<file path="src/rtl/xrb_pkg.sv">
package xrb_pkg;
  typedef struct packed {
    logic aOe;
    logic bOe;
    logic aStored;
    logic bStored;
    logic loadA;
    logic loadB;
    logic contention;
  } xrbCtl_t;
endpackage

</file>
<file path="src/rtl/xrb_ctrl.sv">
module xrb_ctrl
  import xrb_pkg::*;
(
  input  logic    clk,
  input  logic    rstN,
  input  logic    enAtoB,
  input  logic    enBtoANeg,
  input  logic    selAtoB,
  input  logic    selBtoA,
  input  logic    loadA,
  input  logic    loadB,
  output xrbCtl_t ctl
);
  logic driveA, driveB, loopRisk;

  always_comb begin
    driveB   = enAtoB;
    driveA   = ~enBtoANeg;
    loopRisk = driveA & driveB & ~selAtoB & ~selBtoA;
    ctl.aOe        = driveA;
    ctl.bOe        = driveB;
    ctl.contention = loopRisk;
    ctl.aStored    = selBtoA | loopRisk;
    ctl.bStored    = selAtoB | loopRisk;
    ctl.loadA      = loadA;
    ctl.loadB      = loadB;
  end

  assert_isolation_R3: assert property (@(posedge clk) disable iff (!rstN)
    (!enAtoB && enBtoANeg) |-> (!ctl.aOe && !ctl.bOe));
  assert_fallback_R9: assert property (@(posedge clk) disable iff (!rstN)
    ctl.contention |-> (ctl.aStored && ctl.bStored && ctl.aOe && ctl.bOe));
  assert_no_false_flag_R10: assert property (@(posedge clk) disable iff (!rstN)
    (selAtoB || selBtoA || enBtoANeg || !enAtoB) |-> !ctl.contention);
endmodule

</file>
<file path="src/rtl/xrb_datapath.sv">
module xrb_datapath
  import xrb_pkg::*;
#(
  parameter int WIDTH = 8
) (
  input  logic             clk,
  input  logic             rstN,
  input  xrbCtl_t          ctl,
  input  logic [WIDTH-1:0] aIn,
  input  logic [WIDTH-1:0] bIn,
  output logic [WIDTH-1:0] aOut,
  output logic [WIDTH-1:0] bOut
);
  logic [WIDTH-1:0] regA, regB;
  logic [WIDTH-1:0] aEff, bEff;

  // Loop-free source selection: a live path whose far side also drives
  // always meets a stored source there (otherwise contention forced storage).
  always_comb begin
    bOut = ctl.bStored ? regA : (ctl.aOe ? regB : aIn);
    aOut = ctl.aStored ? regB : (ctl.bOe ? regA : bIn);
    aEff = ctl.aOe ? aOut : aIn;
    bEff = ctl.bOe ? bOut : bIn;
  end

  always_ff @(posedge clk or negedge rstN) begin
    if (!rstN) begin
      regA <= '0;
      regB <= '0;
    end else begin
      if (ctl.loadA) regA <= aEff;
      if (ctl.loadB) regB <= bEff;
    end
  end

  assert_capture_input_R2: assert property (@(posedge clk) disable iff (!rstN)
    (ctl.loadA && !ctl.aOe) |=> (regA == $past(aIn)));
  assert_hold_R2: assert property (@(posedge clk) disable iff (!rstN)
    !ctl.loadA |=> $stable(regA));
  assert_live_path_R4: assert property (@(posedge clk) disable iff (!rstN)
    (ctl.bOe && !ctl.bStored && !ctl.aOe) |-> (bOut == aIn));
  assert_stored_path_R5: assert property (@(posedge clk) disable iff (!rstN)
    ctl.aStored |-> (aOut == regB));
  assert_swap_R8: assert property (@(posedge clk) disable iff (!rstN)
    (ctl.loadA && ctl.loadB && ctl.aOe && ctl.bOe && ctl.aStored && ctl.bStored)
    |=> (regA == $past(regB) && regB == $past(regA)));
endmodule

</file>
<file path="src/rtl/xfer_reg_bridge.sv">
module xfer_reg_bridge
  import xrb_pkg::*;
#(
  parameter int WIDTH = 8
) (
  input  logic             clk,
  input  logic             rstN,
  input  logic [WIDTH-1:0] aIn,
  output logic [WIDTH-1:0] aOut,
  output logic             aOe,
  input  logic [WIDTH-1:0] bIn,
  output logic [WIDTH-1:0] bOut,
  output logic             bOe,
  input  logic             loadA,
  input  logic             loadB,
  input  logic             enAtoB,
  input  logic             enBtoANeg,
  input  logic             selAtoB,
  input  logic             selBtoA,
  output logic             contention
);
  xrbCtl_t ctl;

  xrb_ctrl uCtrl (
    .clk(clk), .rstN(rstN), .enAtoB(enAtoB), .enBtoANeg(enBtoANeg),
    .selAtoB(selAtoB), .selBtoA(selBtoA), .loadA(loadA), .loadB(loadB),
    .ctl(ctl)
  );

  xrb_datapath #(.WIDTH(WIDTH)) uData (
    .clk(clk), .rstN(rstN), .ctl(ctl), .aIn(aIn), .bIn(bIn),
    .aOut(aOut), .bOut(bOut)
  );

  assign aOe        = ctl.aOe;
  assign bOe        = ctl.bOe;
  assign contention = ctl.contention;
endmodule

</file>
<file path="config.mk">
export PLATFORM = sky130hd
export DESIGN_NAME = xfer_reg_bridge
export DESIGN_NICKNAME = d
export VERILOG_FILES = /design/src/rtl/xrb_pkg.sv /design/src/rtl/xrb_ctrl.sv /design/src/rtl/xrb_datapath.sv /design/src/rtl/xfer_reg_bridge.sv
export SDC_FILE = /design/constraint.sdc
export NUM_CORES = 1
export LEC_CHECK = 0
export ABC_AREA = 0
export BUFFER_PORTS_ARGS = -buffer_cell sky130_fd_sc_hd__buf_2
export CAP_MARGIN = 15
export CORE_MARGIN = 10
export CORE_UTILIZATION = 46
export DETAILED_ROUTE_END_ITERATION = 8
export PLACE_DENSITY = 0.74
export SYNTH_ARGS = -nofsm -noshare
export SYNTH_HDL_FRONTEND = slang
export SYNTH_SLANG_ARGS = --single-unit
export TNS_END_PERCENT = 50
</file>
<file path="constraint.sdc">
create_clock -name clk -period 1.07 [get_ports clk]
set_input_delay 0.0535 -clock clk [delete_from_list [all_inputs] [get_ports clk]]
set_output_delay 0.0535 -clock clk [all_outputs]
set_load 0.03 [all_outputs]
</file>
==> impl_metrics.csv, run 1 <==
group,metric,value,unit
job,cap_violations,0,
grt,grt_max_degree,18,
clock_network,root_buffer,"clkbuf_4",
routing,met3_length,274,um
setup_path,worstPathArrival,1.42,ns
grt,grt_pass1_wl,7600,um
yosys,synth_fp_nets,188,
routing,wl_met2,2570,um
sta,fin_crit_sh,1.38,
routing,drt_iter0_markers,126,
yosys,synth_area_leader_cell,"dfrtp_1",
setup_path,r2r-start,"uData.regA[5]",
finish,areaGrowthSynthToFinish,59.5,%
sta,tightest_slew,0.403,ns
placement,io_buffers,42,
die,die_h,73.8,um
clock_network,cts.sink_count,16,
routing,post_drt_wl_per_cell,18.3,um
finish,final_common_cell,"buf_4",
finish,post-route-util,0.771,
setup_path,critPathCaptureType,"output port",
yosys,yosys-top-cells-area,"dfrtp_1 (30%), a2111o_1 (6.8%), nor2_1 (6.8%), o2111a_1 (6.8%), a21oi_1 (6.0%)",
power_and_ir_drop,p_leak,0.974,nW
clock_network,clkSlewWorstSetupHoldPaths,0.11,ns
die,start_util,0.483,
routing,vias,1569,
setup_path,worstSetupPathType,"register to output port",
setup_path,reg2reg_to,"uData.regA[5]",
placement,gp_congestion,0.853,
power_and_ir_drop,report.power.total,2.63,mW
sta,drv_slew,0,
clock_network,cts_max_level,1,
finish,final_nets,260,
finish,num_antenna_cells,0,
run_status,violations,"setup timing",
placement,place_hpwl,3330,um
die,dieArea,5450,sq um
die,core.rowCount,19,
setup_path,crit_fanout,2,
sta,hold_viol,0,
yosys,synth_seq_cells,16,
clock_network,insertion_delay,0.31,ns
grt,grt_overflow,0,
finish,drive_gt1_frac,0.570,
worst_hold_path,min_path_cells,4,
grt,grt_antenna_before_repair,0,
sta,setup_slack,-0.402,ns
sta,max_freq,0.680,GHz
setup_path,worstPathRequired,1.02,ns
sta,fin_crit,1.47,ns
routing,highest_layer,"met4",
routing,routed_wl,4860,um
power_and_ir_drop,vdd_drop_max,0.981,mV
worst_hold_path,hp-start,"aIn[2]",
yosys,seq_area_frac_synth,0.300,
die,die_w,73.8,um
power_and_ir_drop,power_density,1240,nW/um^2
routing,met1_length,1950,um
yosys,post_synth_num_cell_types,21,
sta,finClkSkew,0.000403,ns
sta,relSlewSlack,0.731,
setup_path,reg2regPathDepth,3,
setup_path,startpoint_type,"register",
sta,grt_setup_unrepaired,"yes",
finish,layout_common_cells,"buf_4 (36), buf_2 (26), buf_6 (18)",
yosys,ys_warn_count,0,
setup_path,setup.worst_path.start,"uData.regA[2]",
die,io_pins,43,
die,core,2760,sq um
routing,antenna_left,0,
yosys,synth_cells,164,
clock_network,tritoncts,"yes",
worst_hold_path,hold_path_end,"uData.regA[2]",
routing,drcViolationCount,0,
yosys,syn_area_per_cell,8.13,sq um
sta,setup_viol_count_final,28,
run_status,run_status,"finished with violations",
grt,first_global_vias,1651,
routing,dr.pass1.iters,4,
yosys,synthesis.area,1330,sq um
routing,avgViaCountPerCell,5.90,
yosys,synth_top_area_share,0.300,
setup_path,r2r_slack,-0.18,ns
grt,grt_usage,0.174,
clock_network,cts_buffers,3,
worst_hold_path,min_path_type,"input pin to register",
clock_network,cts-root-to-sink-buffers,2,
sequential cells by signal, summed over array words and instances, names as in the netlist:
| register | cells |
|---|---|
| uData.regB | 8 |
| uData.regA | 8 |
through the flow:
stage | instances | instance area (sq um) | setup WS (ns) | setup TNS, ns | hold WS, ns
floorplan | 164 | 1450 | -0.167 | -2.28 | -0.242
global placement | 247 | 1800 | -0.198 | -5.17 | 0.00659
detailed placement | 247 | 1800 | -0.261 | -5.83 | 0.00774
CTS | 258 | 2030 | -0.388 | -5.25 | 0.152
global route | 266 | 2130 | -0.431 | -6.73 | 0.171
finish | 266 | 2130 | -0.402 | -5.61 | 0.151
how the worst max path moves through the flow:
stage / endpoint / cells past startpoint / slack, ns
2_1_floorplan: uData.regB[5] / 6 / -0.17
3_3_place_gp: uData.regB[0] / 5 / -0.20
3_5_place_dp: uData.regB[0] / 5 / -0.26
4_1_cts: aOut[1] / 3 / -0.39
5_1_grt: aOut[2] / 3 / -0.43
6_report: aOut[2] / 3 / -0.40
worst max-delay path, stage by stage, from the launching register on:
cell and delay (ns):
dfrtp_1 0.40, a2111o_1 0.40, and2_4 0.18, buf_6 0.13
kinds of logic after synthesis:
kind of cell / after synthesis / synth area share
AO/OA/AOI/OAI: 64 / 0.361
multiplexers: 8 / 0.0601
AND/OR/NAND/NOR: 51 / 0.186
buffers and inverters: 25 / 0.0930
flip-flops: 16 / 0.300
final cells by class:
type | instances | area [sq um]
Clock buffer | 4 | 36.3
Fill cell | 179 | 632
Inverter | 10 | 37.5
Multi-Input combinational cell | 123 | 980
Sequential cell | 16 | 400
Tap cell | 31 | 38.8
Timing Repair Buffer | 82 | 633
per-layer routing:
metal,GRT usage,vias to the layer above
met3,0.0417,9
li1,-,737
met5,0,-
met1,0.187,773
met2,0.306,50
met4,0.0870,0
timing repair:
item | 4_1_cts | 5_1_grt
gates cloned | 0 | 0
setup buffers | 7 | 9
pin swaps | 6 | 8
gates resized for setup | 41 | 16
hold buffers | 1 | 0
setup endpoints to repair | 25 | 29
endpoints found under the hold margin | 16 | 0
Yosys cell counts (all sizes together):
library cell and instances:
nor2 24, o2111a 8, a21oi 16, o31ai 8
nor2b 9, nor3b 1, or3b 1, a31o 8
mux2i 8, inv 10, o21ai 16, nand2 8
and2 8, a2111o 8, buf 6, dfrtp 16
clkbuf 9
where the power goes:
part | switching, mW | internal [mW]
combinational | 0.736 | 0.688
sequential | 0.0651 | 0.699
clock | 0.237 | 0.208
total | 1.04 | 1.59
Power figures use the tool's default switching activity.
==> run 2, diff against run 1 <==
--- a/config.mk
+++ b/config.mk
@@ -9,9 +9,10 @@
 export BUFFER_PORTS_ARGS = -buffer_cell sky130_fd_sc_hd__buf_2
 export CAP_MARGIN = 15
 export CORE_MARGIN = 10
-export CORE_UTILIZATION = 46
+export CORE_UTILIZATION = 25
 export DETAILED_ROUTE_END_ITERATION = 8
-export PLACE_DENSITY = 0.74
+export PLACE_DENSITY = 0.45
+export SLEW_MARGIN = 25
 export SYNTH_ARGS = -nofsm -noshare
 export SYNTH_HDL_FRONTEND = slang
 export SYNTH_SLANG_ARGS = --single-unit
==> run 2 against run 1 <==
The run still ends with setup timing left. Global-route usage down 6.5 points. Clock skew about the same. Clock power up 9.2%. Die area up 59%. Non-clock buffer count down 6. Sequential share of layout area down 0.49 points.
==> impl_metrics.csv, run 2 (synthesis gave the netlist of run 1 again) <==
group,metric,value,unit
finish,reg_top3,"uData.regA x8, uData.regB x8",
power_and_ir_drop,comb_power_share,0.519,
sta,fin_crit_sh,1.29,
finish,num_antenna_cells,0,
clock_network,cts-root-to-sink-buffers,2,
finish,areaGrowthSynthToFinish,63.8,%
job,cap_violations,0,
routing,post_drt_wl_per_cell,15.5,um
clock_network,clkSlewWorstSetupHoldPaths,0.07,ns
setup_path,startpoint_type,"register",
setup_path,worst-path-buf-inv,1,
sta,fin_crit,1.38,ns
finish,final_cell_area,2180,sq um
placement,dpl_cell_area,1860,sq um
die,die_w,93.0,um
worst_hold_path,min_path_type,"input pin to register",
power_and_ir_drop,seq_power_share,0.294,
finish,final_common_cell,"buf_4",
placement,dp_cells,285,
power_and_ir_drop,power_density,1190,nW/um^2
finish,multi_input_area,971,sq um
placement,io_buffers,42,
run_status,run_status,"finished with violations",
die,io_pins,43,
grt,first_global_vias,1576,
sta,grt_setup_unrepaired,"yes",
routing,routed_wl,4620,um
sta,relSlewSlack,0.720,
routing,vias,1480,
clock_network,cts.sink_count,16,
clock_network,tritoncts,"yes",
finish,fillCellCount,546,
worst_hold_path,min_path_cells,4,
finish,post-route-util,0.425,
sta,tns,-4.14,ns
finish,final_nets,254,
routing,dr.pass1.iters,4,
setup_path,max_stage_delay,0.39,ns
setup_path,cp.depth,3,
power_and_ir_drop,p_leak,0.963,nW
clock_network,root_buffer,"clkbuf_8",
setup_path,worstSetupPathType,"register to output port",
setup_path,crit_fanout,2,
setup_path,path_cells,"a2111o_1 -> and2_4 -> buf_6",
finish,ff_latch_area,400,sq um
clock_network,insertion_delay,0.25,ns
setup_path,critPathSlowestCell,"dfrtp_1",
die,core.rowCount,26,
die,dieArea,8650,sq um
setup_path,reg2regPathDepth,3,
power_and_ir_drop,vdd_drop_max,0.424,mV
finish,drive_gt1_frac,0.539,
die,die_h,93.0,um
power_and_ir_drop,p_switching,990,uW
sta,max_freq,0.724,GHz
grt,grt_pass1_wl,7760,um
power_and_ir_drop,pwr-share-clk,0.187,
grt,grt_antenna_before_repair,0,
die,start_util,0.259,
run_status,violations,"setup timing",
die,core,5140,sq um
finish,finalNonFillerCells,298,
setup_path,worstPathArrival,1.33,ns
setup_path,cp_top_family,"flip-flops",
grt,grt_usage,0.109,
setup_path,critPathCaptureType,"output port",
clock_network,cts_max_level,1,
power_and_ir_drop,sw_frac_of_total,0.382,
clock_network,cts_buffers,3,
routing,drt_iter0_markers,105,
finish,layout_common_cells,"buf_4 (30), buf_2 (23), buf_6 (17)",
sta,finClkSkew,0.000644,ns
power_and_ir_drop,internal_power,1.60,mW
placement,place_hpwl,3260,um
sta,tightest_slew,0.420,ns
sta,setup_slack,-0.312,ns
grt,grt_overflow,0,
grt,grt_max_degree,18,
setup_path,worstPathRequired,1.02,ns
placement,gp_congestion,0.786,
sta,setup_viol_count_final,25,
sta,hold_viol,0,
sta,drv_slew,0,
routing,antenna_left,0,
routing,avgViaCountPerCell,4.97,
routing,drcViolationCount,0,
==> run 2: power groups by stage <==
stage	Clock [mW]	Sequential [mW]	Combinational (mW)
after floorplan	0	0.776	0.716
after global placement	0	0.771	1.08
after detailed placement	0	0.772	1.08
after CTS	0.505	0.758	1.31
after global routing	0.541	0.775	1.46
final	0.486	0.762	1.35
==> run 2: layout make-up <==
cell class	count	share of cell area
clock buffers	3	0.0189
inverters	10	0.0172
multi-input cells	123	0.445
flip-flops and latches	16	0.183
well taps	70	0.0401
repair buffers	76	0.295
==> run 2: routing by layer <==
metal,GRT usage,vias up,part of all wire
li1,-,727,-
met1,0.150,709,0.50
met2,0.160,40,0.42
met3,0.0312,4,0.069
met4,0.0321,0,0.011
met5,0,-,0
==> run 2: repair_timing <==
item	CTS	global route
gates cloned	1	0
pin swaps	5	3
hold buffers	1	0
endpoints found under the setup margin	25	29
setup buffers	8	2
hold endpoints to repair	16	0
resized for setup	44	14
==> run 2: final timing paths <==
path                          startpoint       endpoint  slack (ns)
max in group asynchronous           rstN  uData.regB[7]        0.51
max                        uData.regA[4]        aOut[4]       -0.31
max reg2reg                uData.regA[6]  uData.regA[6]       -0.14
min reg2reg                uData.regB[1]  uData.regB[1]        0.53
min in group asynchronous           rstN  uData.regB[6]        0.26
min                               bIn[1]  uData.regB[1]        0.22
==> run 2: per-stage QoR <==
step	hold slack, ns	setup slack [ns]	power, mW
final	0.220	-0.312	2.59
after global routing	0.249	-0.362	2.77
after CTS	0.216	-0.318	2.57
after detailed placement	0.0186	-0.217	1.85
after global placement	0.00861	-0.198	1.85
after floorplan	-0.242	-0.167	1.49
==> run 2: worst reg2reg max path: cells and delay by family, from the launching register on <==
| family | cells | cell delay, ns |
|---|---|---|
| DFF | 1 | 0.38 |
| AOI/OAI and AO/OA | 2 | 0.59 |
| buffers and inverters | 1 | 0.14 |
==> run 3, diff against run 2 <==
--- a/config.mk
+++ b/config.mk
@@ -8,10 +8,12 @@
 export ABC_AREA = 0
 export BUFFER_PORTS_ARGS = -buffer_cell sky130_fd_sc_hd__buf_2
 export CAP_MARGIN = 15
+export CELL_PAD_IN_SITES_DETAIL_PLACEMENT = 1
+export CELL_PAD_IN_SITES_GLOBAL_PLACEMENT = 1
 export CORE_MARGIN = 10
 export CORE_UTILIZATION = 25
 export DETAILED_ROUTE_END_ITERATION = 8
-export PLACE_DENSITY = 0.45
+export PLACE_DENSITY = 0.58
 export SLEW_MARGIN = 25
 export SYNTH_ARGS = -nofsm -noshare
 export SYNTH_HDL_FRONTEND = slang
==> run 3 against run 2 <==
First-iteration DRC count shrank 42%. Fmax shrank 3.0%. Combinational power grew 5%. Sequential cell count is the same. Via count grew 4.7%. Worst hold slack gained 0.0035 ns. Total power grew 5.8%. The flow still finishes with violations (setup timing).
==> impl_metrics.csv, run 3 (synthesis gave the netlist of run 1 again) <==
group,metric,value,unit
run_status,run_status,"finished with violations",
run_status,violations,"setup timing",
setup_path,worstPathRequired,1.02,ns
sta,setup_viol_count_final,25,
sta,setup_slack,-0.354,ns
routing,routed_wl,5410,um
die,die_h,93.0,um
power_and_ir_drop,power_density,1250,nW/um^2
power_and_ir_drop,sw_frac_of_total,0.377,
sta,fin_crit_sh,1.33,
setup_path,worstPathArrival,1.37,ns
finish,layout_common_cells,"buf_4 (32), buf_2 (26), buf_6 (19)",
setup_path,setup.worst_path.start,"uData.regA[0]",
setup_path,max_stage_delay,0.41,ns
setup_path,path_cells,"a2111o_1 -> and2_4 -> buf_6",
setup_path,worstSetupPathType,"register to output port",
grt,grt_max_degree,26,
die,core.rowCount,26,
sta,tightest_slew,0.436,ns
routing,dr.pass1.iters,4,
worst_hold_path,min_path_type,"input pin to register",
sta,grt_setup_unrepaired,"yes",
sta,relSlewSlack,0.709,
setup_path,endpoint,"aOut[0]",
setup_path,critPathSlowestCell,"a2111o_1",
finish,reg_top3,"uData.regA x8, uData.regB x8",
routing,post_drt_wl_per_cell,17.9,um
grt,grt_pass1_wl,8310,um
clock_network,root_buffer,"clkbuf_8",
die,io_pins,43,
routing,antenna_left,0,
die,core,5140,sq um
sta,worst_hold_slack,0.224,ns
sta,hold_viol,0,
clock_network,clkSlewWorstSetupHoldPaths,0.07,ns
power_and_ir_drop,vdd_drop_max,0.575,mV
clock_network,cts_max_level,1,
placement,gp_congestion,0.783,
routing,avgViaCountPerCell,5.12,
setup_path,crit_fanout,2,
finish,drive_gt1_frac,0.558,
finish,final_nets,258,
clock_network,cts-root-to-sink-buffers,2,
finish,num_antenna_cells,0,
sta,drv_slew,0,
setup_path,reg2reg_to,"uData.regA[0]",
clock_network,cts.sink_count,16,
finish,fillCellCount,616,
grt,grt_antenna_before_repair,0,
setup_path,r2r-start,"uData.regA[0]",
clock_network,cts_buffers,3,
sta,fin_crit,1.42,ns
sta,tns,-4.49,ns
grt,grt_overflow,0,
grt,first_global_vias,1674,
power_and_ir_drop,internal_power,1.71,mW
sta,finClkSkew,0.00109,ns
power_and_ir_drop,p_leak,0.975,nW
setup_path,r2r_slack,-0.19,ns
power_and_ir_drop,report.power.total,2.74,mW
clock_network,insertion_delay,0.25,ns
power_and_ir_drop,comb_power_share,0.517,
finish,post-route-util,0.426,
die,start_util,0.259,
placement,place_hpwl,3720,um
finish,areaGrowthSynthToFinish,64.3,%
grt,grt_usage,0.118,
setup_path,critPathCaptureType,"output port",
placement,io_buffers,42,
routing,drt_iter0_markers,61,
sta,max_freq,0.702,GHz
placement,pre_cts_slack,-0.252,ns
job,cap_violations,0,
power_and_ir_drop,seq_power_share,0.277,
setup_path,startpoint_type,"register",
power_and_ir_drop,p_switching,1.03,mW
clock_network,tritoncts,"yes",
routing,drcViolationCount,0,
setup_path,reg2regPathDepth,3,
die,die_w,93.0,um
power_and_ir_drop,pwr-share-clk,0.206,
routing,vias,1550,
die,dieArea,8650,sq um
finish,final_common_cell,"buf_4",
==> run 3: worst max-delay path, delay by kind of cell (launching register included) <==
kind	cells	cell delay (ns)
AOI/OAI and AO/OA	1	0.41
DFF	1	0.39
and+or+nand+nor	1	0.18
buffers and inverters	1	0.13
==> run 3: layout make-up <==
class                      instances  area, sq um  share of cell area
multi-input combinational        123          975               0.445
timing repair buffer              80          634               0.290
inverter                          10         37.5              0.0171
sequential                        16          400               0.183
tap                               70         87.6              0.0400
clock buffer                       4         55.1              0.0251
==> run 3: timing repair <==
action                                 4_1_cts  5_1_grt
endpoints found under the hold margin       16        0
hold buffers                                 1        0
pin swaps                                    3        7
gates resized for setup                     39       17
setup buffers                                7        8
setup endpoints to repair                   25       28
==> run 3: worst min-delay path by stage <==
stage / from / to / slack (ns) / cells past startpoint
2_1_floorplan: rstN / uData.regA[0] / -0.24 / 0
3_3_place_gp: rstN / uData.regA[2] / 0.04 / 1
3_5_place_dp: rstN / uData.regA[4] / 0.02 / 1
4_1_cts: bIn[0] / uData.regB[0] / 0.22 / 4
5_1_grt: aIn[7] / uData.regA[7] / 0.25 / 4
6_report: aIn[7] / uData.regA[7] / 0.22 / 4
==> run 3: power by group through the flow <==
stage	logic, mW	clock network, mW	registers, mW
final	1.42	0.565	0.760
after global routing	1.52	0.624	0.770
after CTS	1.32	0.598	0.757
after detailed placement	1.10	0	0.775
after global placement	1.06	0	0.764
after floorplan	0.716	0	0.776
==> run 3: metal layers <==
metal	track usage	wire (um)	vias to the layer above
li1	-	-	733
met1	0.139	2340	777
met2	0.205	2730	36
met3	0.0312	293	4
met4	0.0308	46	0
met5	0	0	-
==> run 3: stage by stage <==
stage	std cells	instance area (sq um)
finish	303	2190
global route	303	2190
CTS	297	2090
detailed placement	285	1850
global placement	285	1850
floorplan	164	1450
